`config.mk`:
```
export PLATFORM = sky130hd
export DESIGN_NAME = pgwalk_top
export DESIGN_NICKNAME = d
export VERILOG_FILES = /design/src/rtl/pgwalk_pkg.sv /design/src/rtl/pgwalk_addr.sv /design/src/rtl/pgwalk_perm.sv /design/src/rtl/pgwalk_top.sv
export SDC_FILE = /design/constraint.sdc
export NUM_CORES = 1
export LEC_CHECK = 0
export ABC_AREA = 1
export CAP_MARGIN = 30
export CORE_ASPECT_RATIO = 0.6
export CORE_MARGIN = 2
export CORE_UTILIZATION = 25
export DETAILED_ROUTE_END_ITERATION = 12
export PLACE_DENSITY = 0.46
export SETUP_SLACK_MARGIN = 0.4
export SLEW_MARGIN = 20
export SYNTH_ARGS = -nofsm -noshare
export SYNTH_HDL_FRONTEND = slang
export SYNTH_HIERARCHICAL = 1
export SYNTH_SLANG_ARGS = --single-unit
export TNS_END_PERCENT = 100
```
`constraint.sdc`:
```
create_clock -name clk -period 5.35 [get_ports clk]
set_input_delay 1.07 -clock clk [delete_from_list [all_inputs] [get_ports clk]]
set_output_delay 1.07 -clock clk [all_outputs]
set_load 0.02 [all_outputs]
```
`src/rtl/pgwalk_pkg.sv`:
```
package pgwalk_pkg;
  // entry bit positions (the walker decodes these)
  localparam int E_PRES  = 0;
  localparam int E_WR    = 1;
  localparam int E_USR   = 2;
  localparam int E_ACC   = 5;
  localparam int E_DIRTY = 6;
  localparam int E_BIG   = 7;

  typedef enum logic [2:0] {
    ST_IDLE,
    ST_RD_DIR,
    ST_RD_TBL,
    ST_WR_DIR,
    ST_WR_TBL,
    ST_DONE
  } walk_st_e;
endpackage

```
`src/rtl/pgwalk_addr.sv`:
```
module pgwalk_addr #(
  parameter int ADDR_W = 32,
  parameter int OFF_W  = 12,
  parameter int IDX_W  = 10
) (
  input  logic [ADDR_W-1:0]       la,
  input  logic [ADDR_W-OFF_W-1:0] dir_pg,
  input  logic [ADDR_W-OFF_W-1:0] pde_pg,
  input  logic [ADDR_W-OFF_W-1:0] pte_pg,
  output logic [ADDR_W-1:0]       dir_ea,
  output logic [ADDR_W-1:0]       tbl_ea,
  output logic [ADDR_W-1:0]       pa_small,
  output logic [ADDR_W-1:0]       pa_large
);
  localparam int PG_W   = ADDR_W - OFF_W;
  localparam int BSH    = OFF_W - IDX_W;
  localparam int LG_OFF = OFF_W + IDX_W;
  localparam int LG_W   = ADDR_W - LG_OFF;
  localparam int PAD_W  = ADDR_W - IDX_W - BSH;

  logic [IDX_W-1:0] dir_idx, tbl_idx;

  assign dir_idx = la[ADDR_W-1:LG_OFF];
  assign tbl_idx = la[LG_OFF-1:OFF_W];

  assign dir_ea   = {dir_pg, {OFF_W{1'b0}}} + {{PAD_W{1'b0}}, dir_idx, {BSH{1'b0}}};
  assign tbl_ea   = {pde_pg, {OFF_W{1'b0}}} + {{PAD_W{1'b0}}, tbl_idx, {BSH{1'b0}}};
  assign pa_small = {pte_pg, la[OFF_W-1:0]};
  assign pa_large = {pde_pg[PG_W-1 -: LG_W], la[LG_OFF-1:0]};
endmodule

```
`src/rtl/pgwalk_perm.sv`:
```
module pgwalk_perm (
  input  logic       present,
  input  logic       u_ok,
  input  logic       w_ok,
  input  logic       is_wr,
  input  logic       is_usr,
  input  logic       ovr,
  input  logic       wp_en,
  output logic       fault,
  output logic [2:0] err
);
  logic usr_chk;

  assign usr_chk = is_usr && !ovr;
  assign fault   = !present
                || (usr_chk && !u_ok)
                || (is_wr && !w_ok && (usr_chk || wp_en));
  assign err     = {is_usr, is_wr, present};
endmodule

```
`src/rtl/pgwalk_top.sv`:
```
module pgwalk_top
  import pgwalk_pkg::*;
#(
  parameter int ADDR_W = 32,
  parameter int OFF_W  = 12,
  parameter int IDX_W  = 10
) (
  input  logic                    clk,
  input  logic                    rst,
  input  logic                    req_valid,
  output logic                    req_ready,
  input  logic [ADDR_W-1:0]       req_addr,
  input  logic                    req_write,
  input  logic                    req_user,
  input  logic                    req_override,
  input  logic                    req_probe,
  input  logic                    abort_pend,
  input  logic [ADDR_W-OFF_W-1:0] cfg_dir_page,
  input  logic                    cfg_wp_en,
  input  logic                    cfg_large_en,
  output logic                    mem_req,
  output logic                    mem_we,
  output logic [ADDR_W-1:0]       mem_addr,
  output logic [ADDR_W-1:0]       mem_wdata,
  input  logic                    mem_ready,
  input  logic [ADDR_W-1:0]       mem_rdata,
  output logic                    rsp_done,
  output logic                    rsp_ok,
  output logic                    rsp_fault,
  output logic                    rsp_user,
  output logic [ADDR_W-1:0]       rsp_paddr,
  output logic [2:0]              fault_err,
  output logic [ADDR_W-1:0]       fault_addr
);
  localparam int PG_W = ADDR_W - OFF_W;

  walk_st_e st, st_n;

  logic [ADDR_W-1:0] la_q, pde_q, pte_q, pde_ea_q, pte_ea_q;
  logic              wr_q, usr_q, ovr_q, prb_q, wp_q, lg_q, big_hit_q;

  logic [ADDR_W-1:0] la_cur, dir_ent;
  logic [ADDR_W-1:0] dir_ea, tbl_ea, pa_small, pa_large;
  logic              is_big;
  logic              pm_u, pm_w, pm_fault;
  logic [2:0]        pm_err;

  assign la_cur  = (st == ST_IDLE)   ? req_addr  : la_q;
  assign dir_ent = (st == ST_RD_DIR) ? mem_rdata : pde_q;
  assign is_big  = mem_rdata[E_BIG] && lg_q;

  pgwalk_addr #(
    .ADDR_W(ADDR_W),
    .OFF_W (OFF_W),
    .IDX_W (IDX_W)
  ) u_addr (
    .la      (la_cur),
    .dir_pg  (cfg_dir_page),
    .pde_pg  (dir_ent[ADDR_W-1:OFF_W]),
    .pte_pg  (mem_rdata[ADDR_W-1:OFF_W]),
    .dir_ea  (dir_ea),
    .tbl_ea  (tbl_ea),
    .pa_small(pa_small),
    .pa_large(pa_large)
  );

  // directory stage of a 4 KB walk checks presence only; the table
  // stage sees the AND of both levels
  always_comb begin
    if (st == ST_RD_TBL) begin
      pm_u = pde_q[E_USR] & mem_rdata[E_USR];
      pm_w = pde_q[E_WR]  & mem_rdata[E_WR];
    end else if (is_big) begin
      pm_u = mem_rdata[E_USR];
      pm_w = mem_rdata[E_WR];
    end else begin
      pm_u = 1'b1;
      pm_w = 1'b1;
    end
  end

  pgwalk_perm u_perm (
    .present(mem_rdata[E_PRES]),
    .u_ok   (pm_u),
    .w_ok   (pm_w),
    .is_wr  (wr_q),
    .is_usr (usr_q),
    .ovr    (ovr_q),
    .wp_en  (wp_q),
    .fault  (pm_fault),
    .err    (pm_err)
  );

  always_comb begin
    st_n = st;
    case (st)
      ST_IDLE:   if (req_valid) st_n = abort_pend ? ST_DONE : ST_RD_DIR;
      ST_RD_DIR: if (mem_ready) begin
                   if (pm_fault)    st_n = ST_DONE;
                   else if (is_big) st_n = prb_q ? ST_DONE : ST_WR_DIR;
                   else             st_n = ST_RD_TBL;
                 end
      ST_RD_TBL: if (mem_ready) st_n = (pm_fault || prb_q) ? ST_DONE : ST_WR_DIR;
      ST_WR_DIR: if (mem_ready) st_n = big_hit_q ? ST_DONE : ST_WR_TBL;
      ST_WR_TBL: if (mem_ready) st_n = ST_DONE;
      default:   st_n = ST_IDLE;
    endcase
  end

  always_ff @(posedge clk) begin
    if (rst) begin
      st         <= ST_IDLE;
      la_q       <= '0;
      pde_q      <= '0;
      pte_q      <= '0;
      pde_ea_q   <= '0;
      pte_ea_q   <= '0;
      wr_q       <= 1'b0;
      usr_q      <= 1'b0;
      ovr_q      <= 1'b0;
      prb_q      <= 1'b0;
      wp_q       <= 1'b0;
      lg_q       <= 1'b0;
      big_hit_q  <= 1'b0;
      rsp_done   <= 1'b0;
      rsp_ok     <= 1'b0;
      rsp_fault  <= 1'b0;
      rsp_user   <= 1'b0;
      rsp_paddr  <= '0;
      fault_err  <= '0;
      fault_addr <= '0;
    end else begin
      st       <= st_n;
      rsp_done <= (st_n == ST_DONE);
      case (st)
        ST_IDLE: if (req_valid) begin
          la_q      <= req_addr;
          wr_q      <= req_write;
          usr_q     <= req_user;
          ovr_q     <= req_override;
          prb_q     <= req_probe;
          wp_q      <= cfg_wp_en;
          lg_q      <= cfg_large_en;
          pde_ea_q  <= dir_ea;
          rsp_ok    <= 1'b0;
          rsp_fault <= 1'b0;
        end
        ST_RD_DIR: if (mem_ready) begin
          pde_q     <= mem_rdata;
          pte_ea_q  <= tbl_ea;
          big_hit_q <= is_big;
          if (pm_fault) begin
            if (!prb_q) begin
              rsp_fault  <= 1'b1;
              fault_err  <= pm_err;
              fault_addr <= la_q;
            end
          end else if (is_big) begin
            rsp_ok    <= 1'b1;
            rsp_paddr <= pa_large;
            rsp_user  <= mem_rdata[E_USR];
          end
        end
        ST_RD_TBL: if (mem_ready) begin
          pte_q <= mem_rdata;
          if (pm_fault) begin
            if (!prb_q) begin
              rsp_fault  <= 1'b1;
              fault_err  <= pm_err;
              fault_addr <= la_q;
            end
          end else begin
            rsp_ok    <= 1'b1;
            rsp_paddr <= pa_small;
            rsp_user  <= mem_rdata[E_USR];
          end
        end
        default: ;
      endcase
    end
  end

  assign req_ready = (st == ST_IDLE);
  assign mem_req   = (st == ST_RD_DIR) || (st == ST_RD_TBL) ||
                     (st == ST_WR_DIR) || (st == ST_WR_TBL);
  assign mem_we    = (st == ST_WR_DIR) || (st == ST_WR_TBL);
  assign mem_addr  = ((st == ST_RD_DIR) || (st == ST_WR_DIR)) ? pde_ea_q : pte_ea_q;

  always_comb begin
    if (st == ST_WR_DIR) begin
      mem_wdata        = pde_q;
      mem_wdata[E_ACC] = 1'b1;
    end else begin
      mem_wdata          = pte_q;
      mem_wdata[E_ACC]   = 1'b1;
      mem_wdata[E_DIRTY] = pte_q[E_DIRTY] | wr_q;
    end
  end

  logic [PG_W-1:0] unused_pg;
  assign unused_pg = '0;
endmodule

```
==> metrics.md <==
| Metric | Value |
|---|---|
| Core Rows | `60` |
| Mapped Area | `0.0114 sq mm` |
| Max-Cap Viols | `0` |
| CTS HTree Levels | `1` |
| Total vias in the final route | `between 10000 and 15000` |
| Clock Sinks | `about 240` |
| Post-CTS Setup Inserts | `0` |
| Synthesized area per cell | `6.84 sq um` |
| Hold Path Stages | `2` |
| Iteration-0 DRC Markers | `588` |
| Min-delay worst type | `reg -> reg` |
| Pin count of the biggest net entering global routing | `around 120` |
| R2r startpoint | `st[0]` |
| LEAKAGE | `~5.5 nW` |
| Startpoint of the worst hold path | `fault_addr[17]` |
| DIE HEIGHT | `169 um` |
| Final TNS setup | `0 ps` |
| Clk pwr share | `0.379` |
| Register area | `about 0.0048 sq mm` |
| Initial Utilization | `0.254` |
| CTS tree | `done` |
| Wirelength, routed | `between 30000 and 40000 um` |
| Number of global-route vias before repair | `9593` |
| GRT overflow | `0` |
| # nets final | `between 1500 and 2000` |
| Inserted Clock Buffers | `27` |
| Non-filler cells, final | `around 2300` |
| Slew Limit Headroom | `0.466` |
| Layout cell share with drive strength beyond 1 | `0.0488` |
| # resized after CTS | `0` |
| Reg2Reg Depth | `16` |
| ANT nets after route | `0` |
| Pwr dens | `355 mW/mm^2` |
| # DRC | `0` |
| Flops & latches, synth | `239` |
| Initial antenna violation count | `1` |
| Reg2reg end | `fault_addr[4]` |
| Max Slew Vio Count | `0` |
| Comb pwr share | `0.215` |
| Kind of critical path | `reg -> out` |
| Hold Vio Cnt, Final | `0` |
| Share of power burned in registers | `0.405` |
| I/O pin cnt | `between 200 and 250` |
| Cells after Synth | `between 1500 and 2000` |
| Final Setup Violations | `0` |
| Int Pwr | `3.44 mW` |
| Switch share | `0.312` |
| Gp weighted congestion | `0.772` |
| Area of the multi-input gates | `0.00453 sq mm` |
| Cts hold-fix bufs | `0` |
| Critical path peak fanout | `38` |
| Placed cells | `roughly 2300` |
| Worst-Skew Late Latency | `~550 ps` |
| Status | `complete, no violations` |
| Area Overhead vs Synth | `23.5%` |
| Cell variety after synth | `22` |
| Total die area | `0.0473 sq mm` |
| Max frequency | `223 MHz` |
| WHS | `444 ps` |
| Flop-to-flop setup slack | `approximately 1500 ps` |
| Final core utilization | `0.313` |
| Clock transition at path regs | `60 ps` |
| Register area share after synthesis | `0.420` |
| Worst vdd rail ir drop | `0.215 mV` |
| Core ar. | `0.0449 sq mm` |
| Detailed placement HPWL | `~26000 um` |
| NetSw | `1.56 mW` |
| Worst Tran Pin Value | `800 ps` |
| Die W | `280 um` |
| Worst hold endpoint | `fault_addr[17]` |
| CP Data Arrival Time | `3420 ps` |
| Fillers | `4868` |
| GRT Overall Usage | `0.155` |
| Critical Path End Type | `output pin` |
| Root Buffer | `clkbuf_16` |
| Vias/cell | `4.34` |
| Worst clock skew | `between 15 and 20 ps` |
| Max Root-Sink Buffers | `3` |
| DRT Pass-1 Iters | `6` |
| First-pass GRT wire length | `between 50000 and 60000 um` |
| Buffers on Ports | `230` |
| Min Clock Period, post-route | `around 4500 ps` |
| Wire per inst | `16.2 um` |
| Tcrit/Tclk final | `0.840` |
| RSZ-0062 raised after global routing | `no` |
| Yosys warning total | `6` |
| Startpoint Class | `flip-flop` |
| Req. time, crit path | `between 4000 and 5000 ps` |
[worst max-delay path: stages (launching register included)]
cell and delay [ps]:
dfxtp_1 380, inv_2 610, nor2_1 220, inv_2 440, buf_4 310, nand2_1 60, o21ai_0 150, clkdlybuf4s50_1 690
[area by class of cell]
| class | count | area share |
|---|---|---|
| tap | 589 | 0.0524 |
| sequential | 239 | 0.340 |
| inverter | 177 | 0.0476 |
| clock inverter | 5 | 0.00400 |
| multi-input combinational | 1010 | 0.322 |
| clock buffer | 44 | 0.0590 |
| timing repair buffer | 247 | 0.174 |
| antenna | 2 | 0.000356 |
[cell usage after synthesis, drive strengths merged]
library cell	number	share of area
buf	173	0.11
a31oi	1	0.00055
o21ai	305	0.13
nand3	50	0.022
nand2	273	0.090
nor3	1	0.00044
nor2	231	0.077
inv	176	0.058
dfxtp	239	0.42
conb	2	0.00066
a21oi	133	0.058
mux2	8	0.0079
clkinv	1	0.00033
a211oi	1	0.00066
clkbuf	69	0.023
nand4	2	0.0011
[registers in the layout, indices dropped and copies added, names as in the netlist]
register    flops
pte_ea_q       32
fault_err       3
rsp_user        1
wr_q            1
wp_q            1
fault_addr     32
st              3
ovr_q           1
pde_ea_q       32
lg_q            1
pte_q          31
big_hit_q       1
pde_q          31
usr_q           1
rsp_paddr      32
rsp_fault       1
rsp_done        1
prb_q           1
rsp_ok          1
la_q           32
[logic make-up (layout without fill, tap and decap cells)]
family | Yosys count | after routing | synth area share
AOI/OAI and AO/OA | 440 | 440 | 0.194
buffers and inverters | 419 | 473 | 0.187
DFF | 239 | 239 | 0.420
muxes | 8 | 8 | 0.00791
other | 2 | 7 | 0.000659
and+or+nand+nor | 557 | 557 | 0.191
[placed cells by master (no fill, tap or decap)]
master           synthesis  layout
nor2_1                 227     225
o21ai_0                304     304
mux2_2                   8       8
dfxtp_1                239     239
inv_1                  170     169
nand3_4                  0       1
nand3_2                  0       1
bufinv_16                0       1
o21ai_1                  1       1
diode_2                  0       2
nand2_1                273     271
a21oi_1                133     133
a31oi_1                  1       1
clkbuf_16                0      27
inv_6                    0       2
nand3_1                 50      48
clkinvlp_4               0       1
clkinv_2                 0       2
nand2_2                  0       1
inv_2                    6       7
nand2_4                  0       1
nor2_2                   3       3
nand4_1                  2       2
clkbuf_1                69       8
clkbuf_8                 0       9
a211oi_1                 1       1
buf_12                   0       2
nor2_4                   1       3
nor3_1                   1       1
conb_1                   2       5
clkdlybuf4s50_1          0     230
buf_4                  138      15
[worst max path at each step]
stage | endpoint | cells past startpoint | from | slack (ps)
floorplan | mem_wdata[12] | 6 | st[1] | 2690
CTS | mem_addr[8] | 7 | st[0] | 780
global placement | fault_addr[4] | 15 | mem_rdata[7] | 1110
global route | mem_addr[8] | 7 | st[0] | 530
finish | mem_addr[8] | 7 | st[0] | 860
detailed placement | fault_addr[4] | 15 | mem_rdata[7] | 1100
[routing by layer]
| metal | wire length, um | track usage | part of all wire |
|---|---|---|---|
| met5 | 0 | 0 | 0 |
| met3 | 1740 | 0.0307 | 0.047 |
| met4 | 753 | 0.0300 | 0.020 |
| met1 | 19400 | 0.230 | 0.52 |
| met2 | 15500 | 0.233 | 0.42 |
[metrics by stage]
| stage | worst slack [ps] | instance area [sq um] | power, mW |
|---|---|---|---|
| after floorplan | 2690 | 11400 | 2.85 |
| after global routing | 535 | 14100 | 5.29 |
| final | 857 | 14100 | 5.00 |
| after global placement | 1110 | 13200 | 3.15 |
| after CTS | 776 | 14000 | 5.09 |
| after detailed placement | 1100 | 13200 | 3.16 |
[power groups by stage]
stage / registers (mW) / logic [mW] / clock network (mW)
final: 2.03 / 1.08 / 1.90
after global routing: 2.05 / 1.21 / 2.03
after CTS: 2.03 / 1.10 / 1.96
after detailed placement: 2.07 / 1.09 / 0
after global placement: 2.06 / 1.09 / 0
after floorplan: 2.09 / 0.760 / 0
Note: power is estimated with default switching activity, not from simulation.
